`src/rtl/key_evt_pkg.sv`:
```
package key_evt_pkg;

   localparam int KEY_LIMIT = 256;

   typedef struct packed {
      logic press;
      logic rel;
      logic tkr;
   } evt_src_t;

   function automatic logic gate_irq(input evt_src_t src,
                                     input logic press_en,
                                     input logic rel_en,
                                     input logic master_en);
      return master_en & ((press_en & src.press) | (rel_en & src.rel) | src.tkr);
   endfunction

endpackage

```
`src/rtl/key_edge_flags.sv`:
```
module key_edge_flags #(
   parameter int KEYS = 48
) (
   input  logic            clk,
   input  logic            rst_n,
   input  logic [KEYS-1:0] state_i,
   input  logic            upd_i,
   input  logic [KEYS-1:0] press_clr_i,
   input  logic [KEYS-1:0] rel_clr_i,
   output logic [KEYS-1:0] press_o,
   output logic [KEYS-1:0] rel_o
);

   logic [KEYS-1:0] prev_q;
   logic [KEYS-1:0] fall;
   logic [KEYS-1:0] rise;

   // stored vector starts as "all released"
   always_ff @(posedge clk or negedge rst_n) begin
      if (!rst_n)
         prev_q <= '1;
      else if (upd_i)
         prev_q <= state_i;
   end

   for (genvar k = 0; k < KEYS; k++) begin : g_key
      logic p_q;
      logic r_q;

      assign fall[k] = upd_i & prev_q[k] & ~state_i[k];
      assign rise[k] = upd_i & ~prev_q[k] & state_i[k];

      // set has priority over a same-cycle clear
      always_ff @(posedge clk or negedge rst_n) begin
         if (!rst_n)
            p_q <= 1'b0;
         else if (fall[k])
            p_q <= 1'b1;
         else if (press_clr_i[k])
            p_q <= 1'b0;
      end

      always_ff @(posedge clk or negedge rst_n) begin
         if (!rst_n)
            r_q <= 1'b0;
         else if (rise[k])
            r_q <= 1'b1;
         else if (rel_clr_i[k])
            r_q <= 1'b0;
      end

      assign press_o[k] = p_q;
      assign rel_o[k]   = r_q;

      assert_press_set_R2: assert property (@(posedge clk) disable iff (!rst_n)
         (upd_i && prev_q[k] && !state_i[k]) |=> press_o[k]);

      assert_rel_set_R3: assert property (@(posedge clk) disable iff (!rst_n)
         (upd_i && !prev_q[k] && state_i[k]) |=> rel_o[k]);

      assert_quiet_R4: assert property (@(posedge clk) disable iff (!rst_n)
         (!upd_i && !press_o[k] && !rel_o[k]) |=> (!press_o[k] && !rel_o[k]));

      assert_prev_hold_R4: assert property (@(posedge clk) disable iff (!rst_n)
         !upd_i |=> $stable(prev_q[k]));

      assert_press_clr_R5: assert property (@(posedge clk) disable iff (!rst_n)
         (press_o[k] && press_clr_i[k] && !fall[k]) |=> !press_o[k]);

      assert_press_hold_R5: assert property (@(posedge clk) disable iff (!rst_n)
         (press_o[k] && !press_clr_i[k]) |=> press_o[k]);

      assert_rel_hold_R5: assert property (@(posedge clk) disable iff (!rst_n)
         (rel_o[k] && !rel_clr_i[k]) |=> rel_o[k]);

      assert_set_wins_R6: assert property (@(posedge clk) disable iff (!rst_n)
         (fall[k] && press_clr_i[k]) |=> press_o[k]);
   end

endmodule

```
`src/rtl/key_tkr_flag.sv`:
```
module key_tkr_flag (
   input  logic clk,
   input  logic rst_n,
   input  logic evt_i,
   input  logic clr_i,
   output logic flag_o
);

   logic flag_q;

   always_ff @(posedge clk or negedge rst_n) begin
      if (!rst_n)
         flag_q <= 1'b0;
      else if (evt_i)
         flag_q <= 1'b1;
      else if (clr_i)
         flag_q <= 1'b0;
   end

   assign flag_o = flag_q;

   assert_tkr_set_R9: assert property (@(posedge clk) disable iff (!rst_n)
      evt_i |=> flag_o);

   assert_tkr_clr_R9: assert property (@(posedge clk) disable iff (!rst_n)
      (clr_i && !evt_i) |=> !flag_o);

   assert_tkr_hold_R9: assert property (@(posedge clk) disable iff (!rst_n)
      (!clr_i && flag_o) |=> flag_o);

endmodule

```
`src/rtl/key_irq_combine.sv`:
```
module key_irq_combine
   import key_evt_pkg::*;
#(
   parameter int KEYS    = 48,
   parameter bit IRQ_REG = 1'b0
) (
   input  logic            clk,
   input  logic            rst_n,
   input  logic [KEYS-1:0] press_i,
   input  logic [KEYS-1:0] rel_i,
   input  logic            tkr_i,
   input  logic            press_ie_i,
   input  logic            rel_ie_i,
   input  logic            key_ie_i,
   output logic            press_any_o,
   output logic            rel_any_o,
   output logic            key_flag_o,
   output logic            irq_o
);

   evt_src_t src;
   logic     irq_raw;

   // summaries are plain reductions: they fall only when the group is empty
   assign src.press = |press_i;
   assign src.rel   = |rel_i;
   assign src.tkr   = tkr_i;

   assign press_any_o = src.press;
   assign rel_any_o   = src.rel;
   assign key_flag_o  = src.press | src.rel | src.tkr;
   assign irq_raw     = gate_irq(src, press_ie_i, rel_ie_i, key_ie_i);

   if (IRQ_REG) begin : g_irq_reg
      logic irq_q;
      always_ff @(posedge clk or negedge rst_n) begin
         if (!rst_n)
            irq_q <= 1'b0;
         else
            irq_q <= irq_raw;
      end
      assign irq_o = irq_q;
   end else begin : g_irq_comb
      assign irq_o = irq_raw;

      assert_irq_mask_R11: assert property (@(posedge clk) disable iff (!rst_n)
         !key_ie_i |-> !irq_o);

      assert_irq_tkr_R11: assert property (@(posedge clk) disable iff (!rst_n)
         (key_ie_i && tkr_i) |-> irq_o);
   end

   assert_press_any_R7: assert property (@(posedge clk) disable iff (!rst_n)
      press_any_o == ($countones(press_i) != 0));

   assert_rel_any_R8: assert property (@(posedge clk) disable iff (!rst_n)
      rel_any_o == ($countones(rel_i) != 0));

   assert_key_flag_R10: assert property (@(posedge clk) disable iff (!rst_n)
      (tkr_i || press_any_o || rel_any_o) |-> key_flag_o);

endmodule

```
`src/rtl/key_event_irq.sv`:
```
module key_event_irq
   import key_evt_pkg::*;
#(
   parameter int NUM_KEYS = 48,
   parameter bit IRQ_REG  = 1'b0
) (
   input  logic                clk,
   input  logic                rst_n,
   input  logic [NUM_KEYS-1:0] key_state_i,
   input  logic                key_upd_i,
   input  logic                tkr_evt_i,
   input  logic [NUM_KEYS-1:0] press_clr_i,
   input  logic [NUM_KEYS-1:0] rel_clr_i,
   input  logic                tkr_clr_i,
   input  logic                press_ie_i,
   input  logic                rel_ie_i,
   input  logic                key_ie_i,
   output logic [NUM_KEYS-1:0] press_flags_o,
   output logic [NUM_KEYS-1:0] rel_flags_o,
   output logic                press_any_o,
   output logic                rel_any_o,
   output logic                tkr_flag_o,
   output logic                key_flag_o,
   output logic                irq_o
);

   if (NUM_KEYS < 1 || NUM_KEYS > KEY_LIMIT) begin : g_bad_keys
      $error("key_event_irq: NUM_KEYS out of range");
   end

   logic tkr_flag;

   key_edge_flags #(.KEYS(NUM_KEYS)) i_edge (
      .clk         (clk),
      .rst_n       (rst_n),
      .state_i     (key_state_i),
      .upd_i       (key_upd_i),
      .press_clr_i (press_clr_i),
      .rel_clr_i   (rel_clr_i),
      .press_o     (press_flags_o),
      .rel_o       (rel_flags_o)
   );

   key_tkr_flag i_tkr (
      .clk    (clk),
      .rst_n  (rst_n),
      .evt_i  (tkr_evt_i),
      .clr_i  (tkr_clr_i),
      .flag_o (tkr_flag)
   );

   key_irq_combine #(.KEYS(NUM_KEYS), .IRQ_REG(IRQ_REG)) i_comb (
      .clk         (clk),
      .rst_n       (rst_n),
      .press_i     (press_flags_o),
      .rel_i       (rel_flags_o),
      .tkr_i       (tkr_flag),
      .press_ie_i  (press_ie_i),
      .rel_ie_i    (rel_ie_i),
      .key_ie_i    (key_ie_i),
      .press_any_o (press_any_o),
      .rel_any_o   (rel_any_o),
      .key_flag_o  (key_flag_o),
      .irq_o       (irq_o)
   );

   assign tkr_flag_o = tkr_flag;

   assert_reset_quiet_R1: assert property (@(posedge clk) disable iff (!rst_n)
      $rose(rst_n) |-> (press_flags_o == '0 && rel_flags_o == '0 && !tkr_flag_o));

endmodule

```
`config.mk`:
```
export PLATFORM = sky130hd
export DESIGN_NAME = key_event_irq
export DESIGN_NICKNAME = d
export VERILOG_FILES = /design/src/rtl/key_evt_pkg.sv /design/src/rtl/key_edge_flags.sv /design/src/rtl/key_tkr_flag.sv /design/src/rtl/key_irq_combine.sv /design/src/rtl/key_event_irq.sv
export SDC_FILE = /design/constraint.sdc
export NUM_CORES = 1
export LEC_CHECK = 0
export CAP_MARGIN = 40
export CORE_MARGIN = 2
export CORE_UTILIZATION = 50
export DETAILED_ROUTE_END_ITERATION = 6
export DONT_BUFFER_PORTS = 1
export GPL_TIMING_DRIVEN = 0
export PLACE_DENSITY = 0.62
export SETUP_SLACK_MARGIN = 0.3
export SLEW_MARGIN = 25
export SYNTH_ARGS = -nofsm -noshare
export SYNTH_HDL_FRONTEND = slang
export SYNTH_SLANG_ARGS = --single-unit
export TNS_END_PERCENT = 30
```
`constraint.sdc`:
```
create_clock -name clk -period 1.4 [get_ports clk]
set_input_delay 0 -clock clk [delete_from_list [all_inputs] [get_ports clk]]
set_output_delay 0 -clock clk [all_outputs]
set_load 0.1 [all_outputs]
```
* Yosys cells after proc, flatten, opt, wreduce, memory -nomap -nowiden
Index checks and enable logic that the tools add are counted.
** Operators by class
- Bitwise gates (word level) :: 295
- Muxes and demuxes :: 194
- Reductions and logical operators :: 99
** Operators with widths (number)
- $and A1 B1 Y1 :: 195
- $mux W1 :: 194
- $reduce_bool A2 Y1 :: 97
- $not A1 Y1 :: 96
- $reduce_or A48 Y1 :: 2
- $or A1 B1 Y1 :: 4
** Word-level totals
- Flip-flop bits (word level) :: 145
- Input bits :: 152

* Depth between registers and ports, before layout
- Depth after elaboration :: 5
- Depth in mapped cells :: 5

* Modules after synthesis
Synthesis repeated with hierarchy kept, for this count alone.
** Unflattened totals
- Cells, all modules :: 635
- Area, all modules :: 6847.8 um^2
** By module, submodules not included
- key_edge_flags :: cells each 593, times used 1, area each 6562.5 um^2, sequential area each 3663.5 um^2
- key_irq_combine :: cells each 39, times used 1, area each 249.0 um^2, sequential area each 0.0 um^2
- key_tkr_flag :: cells each 3, times used 1, area each 36.3 um^2, sequential area each 25.0 um^2

* Worst setup path after synthesis
Ideal clock, no wire load.
- Kind :: reg2out
- From :: register i_edge.g_key[32].p_q
- To :: output port irq_o
- Path slack :: -0.700 ns
- Path buffers :: 0
- Stages on the path, launching flop included :: 5
- Arrival :: 2.100 ns
- Data required time :: 1.400 ns
- Cell sequence :: dfrtp_1 > nor4_1 > nand4_1 > nor3_2 > o221ai_1
** Between the ends
- Word-level cells in the longest chain between the ends :: 5
** RTL lines
- from (decl) :: line key_edge_flags.sv:27 : logic p_q;
- from (signal assigned) :: line key_edge_flags.sv:36 : p_q <= 1'b0;
- from (signal assigned) :: line key_edge_flags.sv:38 : p_q <= 1'b1;
- from (signal assigned) :: line key_edge_flags.sv:40 : p_q <= 1'b0;
- $reduce_or A48 Y1 :: line key_irq_combine.sv:25 : assign src.press = |press_i;
- $and A1 B1 Y1 :: line key_evt_pkg.sv:15 : return master_en & ((press_en & src.press) | (rel_en & src.rel) | src.tkr);
- $or A1 B1 Y1 (2 in a row) :: line key_evt_pkg.sv:15
- $and A1 B1 Y1 :: line key_evt_pkg.sv:15
- to (decl) :: line key_event_irq.sv:24 : output logic irq_o
No other way between the ends.

* Worst setup path in the final report
- From :: register i_edge.g_key[11].r_q
- To :: output port rel_any_o
** Between the ends
- Word-level cells in the longest chain between the ends :: 1
** RTL lines
- from (decl) :: line key_edge_flags.sv:28 : logic r_q;
- from (signal assigned) :: line key_edge_flags.sv:45 : r_q <= 1'b0;
- from (signal assigned) :: line key_edge_flags.sv:47 : r_q <= 1'b1;
- from (signal assigned) :: line key_edge_flags.sv:49 : r_q <= 1'b0;
- $reduce_or A48 Y1 :: line key_irq_combine.sv:26 : assign src.rel = |rel_i;
- to (decl) :: line key_event_irq.sv:21 : output logic rel_any_o,
No other way between the ends.

==> run summary <==
Status: complete, but fails checks
Failing checks: negative hold slack, negative setup slack
H-Tree Depth: 4
IO buf count: 0
PD cells: 1390 mW/mm^2
Multiplexer share of the synthesized area: 0%
Yosys warning count: 0
Syn Std Cell Area: 0.006485 sq mm
Syn Inst Count: 682
Dpl ws: -0.7817 ns
Seq/Total Area, Yosys: 56.88%
CP arrival: 2.34 ns
Min cycle time layout: 2.336 ns
Commonest non-fill, non-tap cells in the layout: 146 x dlygate4sd3_1, 145 x inv_1, 99 x nand2_1, 96 x o22ai_1, 61 x dfrtp_1
Netlist cell types: 17
Grt ovf: 0
Row cnt: 41
Clock slew at reported path FFs: 0.06 ns
Post-Route WL: 21,810 microns
Post-detail-place hpwl: 13,020 microns
Commonest non-fill, non-tap cell in the layout: dlygate4sd3_1
Yosys reg bits: 145
Worst-skew pair later-pin latency: 0.42 ns
Simple-gate area share of the yosys netlist: 9.145%
Max_slew headroom: 50.84%
Antenna Nets Post-Route: 0
Largest family of logic cells by synthesized area: buffers and inverters
Total leakage power: 4.433 nW
Vias in the first global route: 5,927
Ant diodes: 0
Final hold vios: 145
Post-Syn Area per Cell: 9.509 sq um
FF-to-FF Start: i_edge.g_key[17].p_q
GRT Resource Usage Total: 30.34%
Worst Slack Setup Final: -0.9356 ns
Worst Hold Class: in2async
Residual DRC: 0
Routability cong.: 0.8818
Crit path capture type: primary output
Die X: 117.9 microns
Max-cap viol count: 0
Worst R2R End: i_edge.g_key[17].p_q
Sum Neg Setup Slack: -3.578 ns
Synthesized Nets: 834
Layout Utilization: 78.64%
I/O pins: 253
Fmax: 428.2 MHz
Metal-1 WL: 8135 microns
Hold_buf cts: 146
Compound-Gate Fraction of Synth Area: 13.22%
DIE AREA: 0.01390 sq mm
Highest routed layer: met4
Worst reg2reg setup slack: 0.31 ns
Final Slew Violations: 0
TritonCTS Buffers: 17
Initial antenna violation count: 0
Clk sinks: 145
Via density: 5.353
First-pass GRT wire length: 32,240 microns
Post-synthesis adder-cell area fraction: 0%
WS Path Type: reg2out
Starting density of the core: 51.39%
DRT Pass-1 Iters: 4
Synth-to-layout area growth: 53.04%
RSZ-0062 raised after global routing: true
Setup-failing EPs final: 4
Layout cells sized above 1: 29.03%
Final worst-path cycle share: 166.8%
Via count: 5,605
Met2 WL post-DR: 11,360 microns
XOR/XNOR Fraction of Synth Area: 0%
Clock root cell: clkbuf_16
CTS tree: built
Largest net degree at the start of global routing: 146
Met3 wire len: 1470 microns
Worst-path maximum fanout: 3
Clk_skew: 0.01029 ns
Worst Reg2Reg Path Length in Cells: 4
Core Footprint: 0.01262 sq mm
Fin nets: 1,015
Least-Margin Pin Slew: 0.7607 ns
Peak supply drop: 0.7724 mV
WL per Instance: 20.83 microns
Detailed Route Iter0 Violations: 436
Clk buf depth: 2
Crit start category: register
Worst Path Required: 1.40 ns
Hold Worst Slack: -0.7161 ns
Die height: 117.9 microns
[state kept, by name, indices dropped and copies added, names as in the netlist]
name and cells:
i_edge.g_key.p_q 48, i_tkr.flag_o 1, i_edge.g_key.r_q 48, i_edge.prev_q 48
[layout make-up]
| cell class | count | area (sq um) |
|---|---|---|
| buffer | 112 | 1558 |
| clock buffer | 25 | 485.5 |
| clock inverter | 6 | 82.58 |
| fill | 740 | 2695 |
| inverter | 147 | 559.3 |
| multi-input combinational | 278 | 1642 |
| sequential | 145 | 3734 |
| tap | 172 | 215.2 |
| timing repair buffer | 162 | 1649 |
[what timing repair did]
item	in CTS	in global routing
cloned	0	0
endpoints found under the hold margin	290	145
buffers inserted	7	6
endpoints found under the setup margin	83	51
resized for setup	165	100
pin swaps	11	9
[power breakdown]
part           switching (mW)  internal [mW]
logic                    2.74           1.42
clock network            1.67           2.75
registers               0.512           4.70
total                    4.92           8.87
[cells by family (layout without fill, tap and decap cells)]
family          Yosys count  count (layout)
flops                   145             145
buf+inv                 259             452
compound gates          146             146
simple gates            132             132
[worst max path at each step]
stage                              start         end  slack [ns]  depth (start not counted)
finish              i_edge.g_key[11].r_q   rel_any_o       -0.94                          4
CTS                  i_edge.g_key[0].r_q   rel_any_o       -0.90                          4
global placement     i_edge.g_key[5].r_q  key_flag_o       -1.05                          4
floorplan           i_edge.g_key[22].r_q  key_flag_o       -0.38                          4
global route         i_edge.g_key[8].r_q   rel_any_o       -1.06                          4
detailed placement   i_edge.g_key[5].r_q   rel_any_o       -0.78                          4
[cells in the mapped netlist]
master	count	area share [%]
dfrtp_1	97	37
o21ai_0	35	2.7
o21ai_1	13	1.0
nor3_2	2	0.31
nand2_1	99	5.7
o221ai_1	1	0.14
dfstp_2	48	19
nor4_1	23	2.2
nor4_2	1	0.19
o22ai_1	96	9.3
inv_1	147	8.5
buf_4	96	11
buf_2	11	0.85
nand3b_1	1	0.12
clkbuf_1	5	0.29
a21o_1	1	0.12
nand4_1	6	0.58
[layer usage]
metal / vias up / GRT usage (%)
li1: 2491 / -
met4: 0 / 13.55
met2: 290 / 53.05
met3: 67 / 8.236
met1: 2757 / 34.71
met5: - / 0
[critical path: stages (launching register included)]
cell and delay (ns):
dfrtp_1 0.41, nor4_2 0.45, nand4_1 0.22, nor3_4 0.33
clkinvlp_4 0.51
[stage by stage]
step,total power [mW],area (sq um),hold WS (ns),cells
finish,13.79,9925,-0.7161,1047
global route,14.25,9925,-0.7342,1047
CTS,13.47,9520,-0.7336,1041
detailed placement,8.270,6777,-0.2921,857
global placement,8.212,6706,-0.2906,854
floorplan,7.921,6491,-0.2956,682
Power figures use the tool's default switching activity.
